### src/rtl/chsel_pkg.sv
package chsel_pkg;

  typedef enum logic {
    MODE_SINGLE = 1'b0,
    MODE_PAIR   = 1'b1
  } pair_mode_e;

  // Results of the strobe-edge window checks
  typedef struct packed {
    logic setup_ok;
    logic width_ok;
    logic recov_ok;
  } win_chk_t;

endpackage

### src/rtl/chsel_window_mon.sv
module chsel_window_mon
  import chsel_pkg::*;
#(
  parameter int BUS_W    = 4,
  parameter int SETUP_CYC = 2,
  parameter int PW_CYC    = 2,
  parameter int REC_CYC   = 3
) (
  input  logic             clk,
  input  logic             rst,
  input  logic             clr_n,
  input  logic             strobe,
  input  logic [BUS_W-1:0] bus_in,
  output logic             rise,
  output win_chk_t         chk
);

  localparam int LIM_A   = (SETUP_CYC > PW_CYC) ? SETUP_CYC : PW_CYC;
  localparam int LIM_MAX = (LIM_A > REC_CYC) ? LIM_A : REC_CYC;
  localparam int CNT_W   = $clog2(LIM_MAX + 2) + 1;
  localparam logic [CNT_W-1:0] CNT_TOP = '1;

  logic             prev_stb_q;
  logic [BUS_W-1:0] prev_bus_q;
  logic [CNT_W-1:0] run_q, run_now;
  logic [CNT_W-1:0] low_q;
  logic [CNT_W-1:0] rec_q;

  assign rise = strobe & ~prev_stb_q;

  always_comb begin
    if (bus_in != prev_bus_q)  run_now = '0;
    else if (run_q == CNT_TOP) run_now = run_q;
    else                       run_now = run_q + 1'b1;
  end

  assign chk.setup_ok = (run_now >= CNT_W'(SETUP_CYC));
  assign chk.width_ok = (low_q   >= CNT_W'(PW_CYC));
  assign chk.recov_ok = (rec_q   >= CNT_W'(REC_CYC));

  always_ff @(posedge clk) begin
    if (rst) begin
      prev_stb_q <= 1'b1;
      prev_bus_q <= '0;
      run_q      <= '0;
      low_q      <= '0;
      rec_q      <= CNT_W'(REC_CYC);
    end else begin
      prev_stb_q <= strobe;
      prev_bus_q <= bus_in;
      run_q      <= run_now;
      if (strobe)               low_q <= '0;
      else if (low_q != CNT_TOP) low_q <= low_q + 1'b1;
      if (!clr_n)               rec_q <= '0;
      else if (rec_q != CNT_TOP) rec_q <= rec_q + 1'b1;
    end
  end


  recov_after_clr_chk: assert property (@(posedge clk) disable iff (rst)
    !clr_n |=> !chk.recov_ok);

endmodule

### src/rtl/chsel_latch_core.sv
module chsel_latch_core
  import chsel_pkg::*;
#(
  parameter int BUS_W    = 4,
  parameter int HOLD_CYC = 1
) (
  input  logic             clk,
  input  logic             rst,
  input  logic             clr_n,
  input  logic             rdbk,
  input  logic             strobe,
  input  logic             rise,
  input  win_chk_t         chk,
  input  logic [BUS_W-1:0] bus_in,
  output logic [BUS_W-1:0] lat_d,
  output logic [BUS_W-1:0] lat_q,
  output logic             err_q
);

  localparam int PC_W      = (HOLD_CYC < 2) ? 1 : $clog2(HOLD_CYC);
  localparam int HOLD_LAST = (HOLD_CYC > 0) ? HOLD_CYC - 1 : 0;

  logic [BUS_W-1:0] hold_q, hold_d;
  logic             pend_q, pend_d;
  logic [PC_W-1:0]  pcnt_q, pcnt_d;
  logic             err_d;
  logic             edge_good;

  assign edge_good = chk.setup_ok & chk.width_ok & chk.recov_ok;

  always_comb begin
    lat_d  = lat_q;
    hold_d = hold_q;
    pend_d = pend_q;
    pcnt_d = pcnt_q;
    err_d  = err_q;
    if (!clr_n) begin
      lat_d  = '0;
      hold_d = '0;
      pend_d = 1'b0;
      pcnt_d = '0;
      err_d  = 1'b0;
    end else if (pend_q) begin
      if (!rdbk && (bus_in != lat_q)) begin
        lat_d  = hold_q;
        pend_d = 1'b0;
        pcnt_d = '0;
        err_d  = 1'b1;
      end else if (pcnt_q == PC_W'(HOLD_LAST)) begin
        hold_d = lat_q;
        pend_d = 1'b0;
        pcnt_d = '0;
      end else begin
        pcnt_d = pcnt_q + 1'b1;
      end
    end else if (rdbk) begin
      lat_d = lat_q;
    end else if (rise) begin
      if (edge_good) begin
        lat_d = bus_in;
        if (HOLD_CYC == 0) begin
          hold_d = bus_in;
        end else begin
          pend_d = 1'b1;
          pcnt_d = '0;
        end
      end else begin
        lat_d = hold_q;
        err_d = 1'b1;
      end
    end else if (!strobe) begin
      lat_d = bus_in;
    end
  end

  always_ff @(posedge clk) begin
    if (rst) begin
      lat_q  <= '0;
      hold_q <= '0;
      pend_q <= 1'b0;
      pcnt_q <= '0;
      err_q  <= 1'b0;
    end else begin
      lat_q  <= lat_d;
      hold_q <= hold_d;
      pend_q <= pend_d;
      pcnt_q <= pcnt_d;
      err_q  <= err_d;
    end
  end


  clear_wipes_chk: assert property (@(posedge clk) disable iff (rst)
    !clr_n |=> (lat_q == '0) && !err_q);


  err_sticky_chk: assert property (@(posedge clk) disable iff (rst)
    (err_q && clr_n) |=> err_q);


  hold_high_chk: assert property (@(posedge clk) disable iff (rst)
    (clr_n && strobe && !rise && !pend_q) |=> $stable(lat_q));


  rdbk_ignore_chk: assert property (@(posedge clk) disable iff (rst)
    (clr_n && rdbk && !pend_q) |=> $stable(lat_q));

endmodule

### src/rtl/chsel_decode.sv
module chsel_decode
  import chsel_pkg::*;
#(
  parameter int CH    = 4,
  parameter int LOW_W = 2
) (
  input  logic            clk,
  input  logic            rst,
  input  logic            en,
  input  logic [LOW_W:0]  addr,
  input  logic            pair_mode,
  output logic [2*CH-1:0] sw_q
);

  logic [2*CH-1:0] dec;
  logic            pair;

  assign pair = (pair_mode_e'(pair_mode) == MODE_PAIR);

  for (genvar b = 0; b < 2; b++) begin : g_bank
    for (genvar c = 0; c < CH; c++) begin : g_chan
      assign dec[b*CH + c] = en
                           && (addr[LOW_W-1:0] == LOW_W'(c))
                           && (pair || (addr[LOW_W] == b[0]));
    end
  end

  always_ff @(posedge clk) begin
    if (rst) sw_q <= '0;
    else     sw_q <= dec;
  end


  single_onehot_chk: assert property (@(posedge clk) disable iff (rst)
    !pair_mode |=> $onehot0(sw_q));


  disabled_off_chk: assert property (@(posedge clk) disable iff (rst)
    !en |=> (sw_q == '0));


  pair_count_chk: assert property (@(posedge clk) disable iff (rst)
    (pair_mode && en) |=> ($countones(sw_q) == 2));

endmodule

### src/rtl/chsel_mux_ctl.sv
module chsel_mux_ctl
  import chsel_pkg::*;
#(
  parameter int CH        = 4,
  parameter int SETUP_CYC = 2,
  parameter int HOLD_CYC  = 1,
  parameter int PW_CYC    = 2,
  parameter int REC_CYC   = 3,
  localparam int LOW_W    = (CH < 2) ? 1 : $clog2(CH),
  localparam int ADDR_W   = LOW_W + 1
) (
  input  logic              clk,
  input  logic              rst,
  input  logic [ADDR_W-1:0] addr_in,
  input  logic              en_in,
  output logic [ADDR_W-1:0] addr_out,
  output logic              en_out,
  output logic              bus_oe,
  input  logic              wstb,
  input  logic              clr_n,
  input  logic              rdbk,
  input  logic              pair_mode,
  output logic [2*CH-1:0]   sw_on,
  output logic              timing_err
);

  localparam int BUS_W = ADDR_W + 1;

  logic [BUS_W-1:0] bus_vec;
  logic [BUS_W-1:0] lat_d, lat_q;
  logic             rise;
  win_chk_t         chk;
  logic             oe_q;

  assign bus_vec = {en_in, addr_in};

  chsel_window_mon #(
    .BUS_W(BUS_W), .SETUP_CYC(SETUP_CYC), .PW_CYC(PW_CYC), .REC_CYC(REC_CYC)
  ) i_win (
    .clk(clk), .rst(rst), .clr_n(clr_n), .strobe(wstb),
    .bus_in(bus_vec), .rise(rise), .chk(chk)
  );

  chsel_latch_core #(
    .BUS_W(BUS_W), .HOLD_CYC(HOLD_CYC)
  ) i_core (
    .clk(clk), .rst(rst), .clr_n(clr_n), .rdbk(rdbk), .strobe(wstb),
    .rise(rise), .chk(chk), .bus_in(bus_vec),
    .lat_d(lat_d), .lat_q(lat_q), .err_q(timing_err)
  );

  chsel_decode #(
    .CH(CH), .LOW_W(LOW_W)
  ) i_dec (
    .clk(clk), .rst(rst), .en(lat_d[BUS_W-1]), .addr(lat_d[ADDR_W-1:0]),
    .pair_mode(pair_mode), .sw_q(sw_on)
  );

  always_ff @(posedge clk) begin
    if (rst) oe_q <= 1'b0;
    else     oe_q <= rdbk;
  end

  assign bus_oe   = oe_q;
  assign addr_out = lat_q[ADDR_W-1:0];
  assign en_out   = lat_q[BUS_W-1];


  oe_follows_chk: assert property (@(posedge clk) disable iff (rst)
    rdbk |=> bus_oe);


  clear_off_chk: assert property (@(posedge clk) disable iff (rst)
    !clr_n |=> (sw_on == '0));


  mode_keeps_chk: assert property (@(posedge clk) disable iff (rst)
    (clr_n && wstb && rdbk && $past(wstb)) |=> $stable({en_out, addr_out}));

endmodule

### config.mk
export PLATFORM = sky130hd
export DESIGN_NAME = chsel_mux_ctl
export DESIGN_NICKNAME = d
export VERILOG_FILES = /design/src/rtl/chsel_pkg.sv /design/src/rtl/chsel_window_mon.sv /design/src/rtl/chsel_latch_core.sv /design/src/rtl/chsel_decode.sv /design/src/rtl/chsel_mux_ctl.sv
export SDC_FILE = /design/constraint.sdc
export NUM_CORES = 1
export LEC_CHECK = 0
export ABC_AREA = 0
export BUFFER_PORTS_ARGS = -buffer_cell sky130_fd_sc_hd__buf_2
export CAP_MARGIN = 20
export CORE_MARGIN = 3
export CORE_UTILIZATION = 60
export DETAILED_ROUTE_END_ITERATION = 10
export PLACE_DENSITY_LB_ADDON = 0.05
export SYNTH_ARGS = -nofsm -noshare
export SYNTH_HDL_FRONTEND = slang
export SYNTH_SLANG_ARGS = --single-unit
export TNS_END_PERCENT = 10
### constraint.sdc
create_clock -name clk -period 5.1 [get_ports clk]
set_input_delay 0.51 -clock clk [delete_from_list [all_inputs] [get_ports clk]]
set_output_delay 0.51 -clock clk [all_outputs]
set_load 0.01 [all_outputs]
; After elaboration in Yosys (flattened, before gate mapping)
; Index checks and enable logic that the tools add are counted.
[totals]
ff_bits = 37
in_bits = 10
output_inout_bits = 14
wordCells = 92
[classes]
add_sub_neg = 4
magnitude_cmp = 3
n_eq_ne = 12
muxes = 28
bitwise = 8
n_reduce_logical = 24
[op_table]
columns = op, n
row1 = $mux 4, 9
row2 = $mux 1, 17
row3 = $logic_and 1x1->1, 13
row4 = $add 4x1->4 const B, 3
row5 = $ge 4x2->1 const B, 3
row6 = $ne 4x4->1, 2
row7 = $ne 4x4->1 const B, 2
row8 = $ne 2x1->1 const B, 3
row9 = $reduce_and 3->1, 2
row10 = $not 1->1, 5
row11 = $eq 2x2->1 const B, 2
row12 = $eq 4x4->1 const B, 1
row13 = $mux 2, 2
row14 = $reduce_and 4->1, 1
row15 = $reduce_bool 2->1, 2
row16 = $reduce_or 2->1, 2
row17 = $and 1x1->1, 3
row18 = $eq 2x1->1 const B, 1
row19 = $logic_not 2->1, 1
row20 = $logic_or 1x1->1, 2
row21 = $ne 2x2->1 const B, 1
row22 = $add 1x1->1 const B, 1
row23 = $logic_not 1->1, 1

; Depth between registers and ports, before layout
; Gate-level depths: netlist of the first run.
[depth]
ltp_word = 14
depth_mapped = 8
mapped_depth_nobuf = 8

; Cells and area by module
; Synthesis of the first run repeated with hierarchy kept, for this count alone.
[hier_totals]
hier_cells = 190
hier_area_um2 = 1788.0
[by_module_without_submodules]
columns = mod, instances, cells_each, area_each_um2, seq_area_each_um2
row1 = chsel_window_mon, 1, 81, 764.5, 340.3
row2 = chsel_latch_core, 1, 85, 734.5, 200.2
row3 = chsel_decode, 1, 22, 255.2, 160.2
row4 = chsel_mux_ctl, 1, 2, 33.8, 20.0

; Worst setup path before layout of the first run
; No wires, ideal clock.
[synth_path]
path_type = input-to-reg
startpoint = in addr_in[2]
endpoint = reg i_dec.sw_q[2]
setup_ns = 0.073
arrival_ns = 1.955
path_slack_ns = 3.072
path_stages = 8
path_cell_list = buf_6 -> xnor2_2 -> nand4_1 -> a21o_1 -> or4_1 -> a31oi_1 -> o41ai_2 -> nor3_2
[synth_between]
elab_chain_cells = 13
word_cells_on_any_way = 19
cone_classes = order compare: 1 / eq/ne: 3 / mux: 8 / bitwise: 3 / reduce/logical: 4
[synth_lines]
columns = item, line
row1 = from (decl), chsel_mux_ctl.sv:14  ; input logic [ADDR_W-1:0] addr_in,
row2 = $ne 4x4->1, chsel_window_mon.sv:32  ; if (bus_in != prev_bus_q) run_now = '0;
row3 = $mux 4, chsel_window_mon.sv:32
row4 = $ge 4x2->1, chsel_window_mon.sv:37  ; assign chk.setup_ok = (run_now >= CNT_W'(SETUP_CYC));
row5 = $and 1x1->1 (2 in a row), chsel_latch_core.sv:29  ; assign edge_good = chk.setup_ok & chk.width_ok & chk.recov_ok;
row6 = $mux 4, chsel_latch_core.sv:59  ; if (edge_good) begin
row7 = $mux 4, chsel_latch_core.sv:58  ; end else if (rise) begin
row8 = $mux 4, chsel_latch_core.sv:56  ; end else if (rdbk) begin
row9 = $mux 4 *, chsel_latch_core.sv:43  ; end else if (pend_q) begin
row10 = $mux 4 *, chsel_latch_core.sv:37  ; if (!clr_n) begin
row11 = $eq 2x2->1 / $not 1->1 (equally long branches), "chsel_decode.sv:23, chsel_decode.sv:24"
row12 = $logic_and 1x1->1 / $logic_or 1x1->1 (equally long branches), "chsel_decode.sv:23, chsel_decode.sv:24"
row13 = $logic_and 1x1->1 *, chsel_decode.sv:24  ; && (pair || (addr[LOW_W] == b[0]));
row14 = to (signal assigned), chsel_decode.sv:29  ; if (rst) sw_q <= '0;
row15 = to (signal assigned), chsel_decode.sv:30  ; else sw_q <= dec;
row16 = to (decl), chsel_decode.sv:12  ; output logic [2*CH-1:0] sw_q
; Every way passes the cells marked *; elsewhere a longest branch is shown, timed or not.
; A chain may end at the register's enable or synchronous reset.

; Worst setup path after layout of the first run
[layout_path]
startpoint = reg i_win.low_q[0]
endpoint = reg i_dec.sw_q[0]
[layout_between]
elab_chain_cells = 11
word_cells_on_any_way = 13
cone_classes = order compare: 1 / mux: 5 / bitwise: 3 / reduce/logical: 4
[layout_lines]
columns = item, line
row1 = from (decl), chsel_window_mon.sv:26  ; logic [CNT_W-1:0] low_q;
row2 = from (signal assigned), chsel_window_mon.sv:53  ; else if (low_q != CNT_TOP) low_q <= low_q + 1'b1;
row3 = $ge 4x2->1 *, chsel_window_mon.sv:38  ; assign chk.width_ok = (low_q >= CNT_W'(PW_CYC));
row4 = $and 1x1->1 * (2 in a row), chsel_latch_core.sv:29
row5 = $mux 4 *, chsel_latch_core.sv:59
row6 = $mux 4 *, chsel_latch_core.sv:58
row7 = $mux 4 *, chsel_latch_core.sv:56
row8 = $mux 4 *, chsel_latch_core.sv:43
row9 = $mux 4 *, chsel_latch_core.sv:37
row10 = $logic_not 2->1 / $not 1->1 (equally long branches), "chsel_decode.sv:23, chsel_decode.sv:24"
row11 = $logic_and 1x1->1 / $logic_or 1x1->1 (equally long branches), "chsel_decode.sv:23, chsel_decode.sv:24"
row12 = $logic_and 1x1->1 *, chsel_decode.sv:24
; Marks and branches as above.

==> results.py, run 1 <==
metrics = {
    "outcome": {
        "status": "complete, no violations",
    },
    "synthesis": {
        "yosysSeqAreaShare": 0.408,
        "ys_warn_count": 0,
        "synthAdderAreaFrac": 0.0283,
        "synth-simple-area-share": 0.219,
        "synth-seq-cells": 36,
        "syn_area_per_cell_um2": 8.70,
        "synthesis.nets": 217,
        "synth-main-ff-cell": "dfxtp_1",
        "synth_top_family_by_area": "compound AO/OA/AOI/OAI gates",
        "async_reset_ff_frac": 0,
        "synth_edf_count": 0,
        "synthXorXnorAreaFrac": 0.0588,
        "synth_mux_area_frac": 0.0283,
        "synth.distinct_cells": 45,
        "yosys-top-cells-count": "36 x dfxtp_1, 30 x nor2_1, 11 x a21oi_1, 11 x nand2_1, 10 x nand3_1",
        "synthesis.area_mm2": 0.00177,
        "netlist_instances": 203,
        "post-synth-top-area-cell": "dfxtp_1",
        "synthMostInstantiatedCell": "dfxtp_1",
        "synth_top_area_share": 0.408,
        "synth_compound_area_frac": 0.223,
        "synth.area.top_cells": "dfxtp_1 41%, nor2_1 6.4%, a21oi_1 3.1%",
    },
    "placed_design": {
        "place_congestion": 0.878,
        "dp_slack_ns": 2.76,
        "io_buffers": 23,
        "dpl.hpwl_um": 3110,
        "placedCellCount": 250,
        "place_area_mm2": 0.00189,
    },
    "clocking": {
        "root_buffer": "clkbuf_4",
        "tritoncts": "done",
        "clk_latency_ns": 0.34,
        "cts.sinks": 36,
        "ctsResizeCount": 0,
        "clk_path_buf_depth": 2,
        "numCtsBuffers": 5,
        "cts-htree-levels": 2,
        "hold_buffers": 0,
        "cts.clk_slew.worst_paths_ns": 0.10,
        "post_cts_buffers": 0,
    },
    "die": {
        "ios": 24,
        "die_area_mm2": 0.00363,
        "initial_core_util": 0.635,
        "row_count": 19,
        "die_h_um": 60.3,
        "dieWidth_um": 60.3,
        "coreArea_mm2": 0.00278,
    },
    "setup_path": {
        "endpoint_kind": "flop",
        "critical_path_peak_fanout": 6,
        "cp.required_ns": 5.32,
        "start_kind": "flop",
        "arrival_ns": 2.52,
        "worstSetupPathType": "reg -> reg",
        "r2r_cells": 8,
    },
    "power": {
        "peakVddDrop_uv": 250,
        "power_leakage_uw": 0.000793,
        "power.density_mw_per_mm2": 263,
    },
    "sta": {
        "finalHoldViolCount": 0,
        "post-route-min-period_ns": 2.30,
        "worst_pin_slew_ns": 0.602,
        "finClkSkew_ns": 0.00450,
        "maxSlewViolCount": 0,
        "setup_ws_ns": 2.80,
        "setup_viol": 0,
        "setup-tns-final_ns": 0,
        "clock.fmax_ghz": 0.435,
        "fin_crit_sh": 0.451,
        "rsz0062_at_grt": "no",
        "maxSlewHeadroom": 0.595,
    },
    "global_routing": {
        "grt_pass1_wl_um": 6500,
        "grtUsageTotal": 0.246,
        "grt_pass1_vias": 1397,
        "antenna_found_initial": 0,
        "overflow": 0,
        "grt_max_degree": 15,
    },
    "cells_and_area": {
        "final_layout_size_suffix_gt1_frac": 0.181,
        "fill_cells": 243,
        "syn_to_final_growth_pct": 10.1,
        "design_area_mm2": 0.00194,
        "antenna_cells": 0,
        "instances_no_fill": 258,
        "utilization": 0.699,
        "nets": 240,
    },
    "worst_hold_path": {
        "hold_depth": 2,
        "hold_path_class": "reg -> reg",
    },
    "flow_run": {
        "maxCapViolCount": 0,
    },
    "route": {
        "drtPass1Iterations": 5,
        "drc": 0,
        "first_iter_violations": 94,
        "wl_um": 4030,
        "wl_per_cell_um": 15.6,
        "vias_per_cell": 6.11,
        "detail-route-antenna-nets": 0,
        "vias": 1577,
    },
}
[worst paths after layout]
path	startpoint	endpoint	slack, ns
max	i_win.low_q[0]	i_dec.sw_q[0]	2.80
max reg2reg	i_win.low_q[0]	i_dec.sw_q[0]	2.80
min	i_core.err_q	i_core.err_q	0.46
min reg2reg	i_core.err_q	i_core.err_q	0.46
[flip-flops by register name (all words and copies together) (netlist names)]
signal and flops:
i_win.run_q 4, i_win.prev_bus_q 4, bus_oe 1, i_core.err_q 1
i_core.pend_q 1, i_core.hold_q 4, i_core.lat_q 4, i_win.low_q 4
i_win.rec_q 4, i_dec.sw_q 8, i_win.prev_stb_q 1
[final cells by class]
class	count	area, um2	area share
sequential	36	721	0.371
tap	31	38.8	0.0199
timing repair buffer	23	115	0.0592
multi-input combinational	153	985	0.506
clock buffer	8	58.8	0.0302
inverter	7	26.3	0.0135
[critical path: stages, from the launching register on]
cell and delay [ns]:
dfxtp_1 0.42, inv_1 0.08, ha_1 0.20, or4_1 0.46
o31ai_2 0.15, or4_1 0.21, a31oi_1 0.12, o41ai_2 0.45
nor2_1 0.09
[power breakdown]
group	switching, uW	internal (uW)	leakage [uW]
Sequential	7.79	289	0.000293
Clock	86.3	68.0	0.0000326
Combinational	36.4	24.5	0.000467
Total	130	381	0.000793
[logic make-up (layout without fill, tap and decap cells)]
group	count (synthesis)	after routing
multiplexers	5	5
AND/OR/NAND/NOR	79	79
buffers and inverters	14	38
AO/OA/AOI/OAI	54	54
adder cells (fa/ha/maj)	4	4
flip-flops	36	36
XOR/XNOR	11	11
[per-stage QoR]
step                      total power (uW)  hold WS [ns]
after global placement                 361         0.435
final                                  511         0.456
after CTS                              514         0.459
after floorplan                        345         0.470
after global routing                   536         0.463
after detailed placement               363         0.445
[metal layers]
| metal | global-route usage | part of all wire | vias up |
|---|---|---|---|
| met5 | 0 | 0 | - |
| met4 | 0.0981 | 0.029 | 0 |
| met3 | 0.0713 | 0.074 | 16 |
| met2 | 0.394 | 0.47 | 63 |
| met1 | 0.309 | 0.42 | 720 |
| li1 | - | - | 778 |
[placed cells by master (no fill, tap or decap), types with 6 or more instances in the layout]
master | synthesis | final
dfxtp_1 | 36 | 36
nor2b_1 | 6 | 6
a31oi_1 | 8 | 8
o21ai_0 | 7 | 7
nor2_1 | 30 | 30
nand3_1 | 10 | 10
inv_1 | 7 | 7
buf_2 | 1 | 23
a21oi_1 | 11 | 11
nand2_1 | 11 | 11
Note: power is estimated with default switching activity, not from simulation.
==> run 2, diff against run 1 <==
--- a/config.mk
+++ b/config.mk
@@ -9,7 +9,7 @@
 export BUFFER_PORTS_ARGS = -buffer_cell sky130_fd_sc_hd__buf_2
 export CAP_MARGIN = 20
 export CORE_MARGIN = 3
-export CORE_UTILIZATION = 60
+export CORE_UTILIZATION = 56
 export DETAILED_ROUTE_END_ITERATION = 10
 export PLACE_DENSITY_LB_ADDON = 0.05
 export SYNTH_ARGS = -nofsm -noshare
==> constraint.sdc (replaced) <==
create_clock -name clk -period 2.3 [get_ports clk]
set_input_delay 0.23 -clock clk [delete_from_list [all_inputs] [get_ports clk]]
set_output_delay 0.23 -clock clk [all_outputs]
set_load 0.01 [all_outputs]
==> run 2 against run 1 <==
Non-clock buffer count rose by 4; sequential share of layout area fell by 2.1 points; critical path type unchanged; count of clock-buffer cells in the layout fell by 1; via count rose by 1.0%; die area rose by 6.4%; global-route usage fell by 1.4 points; register-to-register slack got worse by 2.6 ns; final cell count rose by 5.8%; sequential power rose by 120%.
==> results.py, run 2 (same netlist as run 1, synthesis figures left out) <==
metrics = {
    "outcome": {
        "status": "complete, no violations",
    },
    "flow_run": {
        "maxCapViolCount": 0,
    },
    "route": {
        "wl_per_cell_um": 15.5,
        "vias_per_cell": 5.84,
        "vias": 1593,
        "drtPass1Iterations": 4,
        "wl_um": 4220,
        "detail-route-antenna-nets": 0,
        "drc": 0,
        "first_iter_violations": 72,
    },
    "power": {
        "power.density_mw_per_mm2": 632,
        "peakVddDrop_uv": 519,
        "power_leakage_uw": 0.000836,
        "p_total_uw": 1300,
    },
    "setup_path": {
        "cpPeakStageDelay_ns": 0.53,
        "arrival_ns": 2.42,
        "worstSetupPathType": "reg -> reg",
        "cp.required_ns": 2.57,
        "crit_family": "compound AO/OA/AOI/OAI gates",
        "rrSetupSlack_ns": 0.15,
        "critPathSlowestCell": "or4_4",
        "endpoint_kind": "flop",
        "crit_chain": "ha_2 -> nor2_1 -> o21bai_1 -> a21o_1 -> or4_4 -> a31oi_4 -> o41ai_4 -> nor3_2",
        "worst-path-buf-inv": 0,
        "start_kind": "flop",
        "critical_path_peak_fanout": 6,
    },
    "clocking": {
        "clk_latency_ns": 0.34,
        "root_buffer": "clkbuf_4",
        "cts.clk_slew.worst_paths_ns": 0.11,
        "tritoncts": "done",
        "numCtsBuffers": 5,
        "hold_buffers": 0,
        "cts-htree-levels": 2,
        "cts.sinks": 36,
        "clk_path_buf_depth": 2,
    },
    "sta": {
        "maxSlewHeadroom": 0.590,
        "setup_viol": 0,
        "maxSlewViolCount": 0,
        "setup-tns-final_ns": 0,
        "post-route-min-period_ns": 2.15,
        "worst_pin_slew_ns": 0.611,
        "fin_crit_sh": 0.933,
        "finClkSkew_ns": 0.0169,
        "finalHoldViolCount": 0,
        "clock.fmax_ghz": 0.466,
    },
    "cells_and_area": {
        "final_layout_size_suffix_gt1_frac": 0.225,
        "final_common_cell": "dfxtp_1",
        "antenna_cells": 0,
        "final_cell_mix": "35 x dfxtp_1, 30 x nor2_1, 23 x buf_2, 11 x nand2_1, 11 x a21oi_1",
        "largest_register": "i_dec.sw_q",
        "syn_to_final_growth_pct": 16.7,
        "largest_reg_flops": 8,
        "fill_cells": 236,
        "instances_no_fill": 273,
        "nets": 244,
    },
    "die": {
        "ios": 24,
        "die_area_mm2": 0.00386,
        "dieWidth_um": 62.2,
        "initial_core_util": 0.614,
        "coreArea_mm2": 0.00288,
        "row_count": 19,
        "die_h_um": 62.2,
    },
    "worst_hold_path": {
        "hold_path_class": "in -> reg",
    },
    "global_routing": {
        "grtUsageMet1": 0.297,
        "grtUsageTotal": 0.232,
        "grt_max_degree": 15,
        "grt_pass1_vias": 1557,
        "grt_pass1_wl_um": 7350,
        "grtUsageMet3": 0.0595,
        "overflow": 0,
        "antenna_found_initial": 0,
        "grt.met2_usage": 0.375,
        "top_usage_layer": "met2",
    },
    "placed_design": {
        "dpl.hpwl_um": 3160,
        "placedCellCount": 265,
        "io_buffers": 23,
        "place_congestion": 0.875,
    },
}
==> run 2: repair_timing <==
item	in CTS	in global routing
setup buffers	0	0
resized for setup	0	9
setup endpoints to repair	0	8
==> run 2: routing by layer <==
layer  vias to the layer above  wire [um]
met5                         -          0
met1                       743       1910
met2                        51       1960
li1                        788          -
met4                         0         88
met3                        11        265
==> run 2: final cells by class <==
| cell class | count | area [um2] | share of cell area |
|---|---|---|---|
| clock inverters | 1 | 30.0 | 0.0146 |
| multi-input cells | 153 | 1020 | 0.495 |
| flip-flops and latches | 36 | 722 | 0.350 |
| inverters | 7 | 26.3 | 0.0127 |
| clock buffers | 7 | 65.1 | 0.0316 |
| well taps | 42 | 52.6 | 0.0255 |
| repair buffers | 27 | 145 | 0.0704 |
==> run 2: path summary, 6_finish.rpt <==
check | start | end | cells after the start
worst max register to register | i_win.run_q[0] | i_dec.sw_q[2] | 8
worst min-delay path | clr_n | i_win.rec_q[0] | 2
worst max-delay path | i_win.run_q[0] | i_dec.sw_q[2] | 8
worst min register to register | i_core.err_q | i_core.err_q | 2
==> run 2: power by group <==
part	switching (uW)	leakage (uW)	internal (uW)
combinational	86.9	0.000491	59.7
clock	210	0.0000515	289
sequential	16.8	0.000294	640
==> run 2: stage by stage <==
step | instance area [um2] | worst slack [ns] | hold WS, ns | util
2_1_floorplan | 1770 | 0.316 | 0.310 | -
3_3_place_gp | 1930 | 0.211 | 0.436 | 0.671
3_5_place_dp | 1930 | 0.0951 | 0.441 | 0.671
4_1_cts | 2020 | 0.0894 | 0.196 | 0.704
5_1_grt | 2060 | -0.000327 | 0.210 | 0.717
6_report | 2060 | 0.153 | 0.201 | 0.717
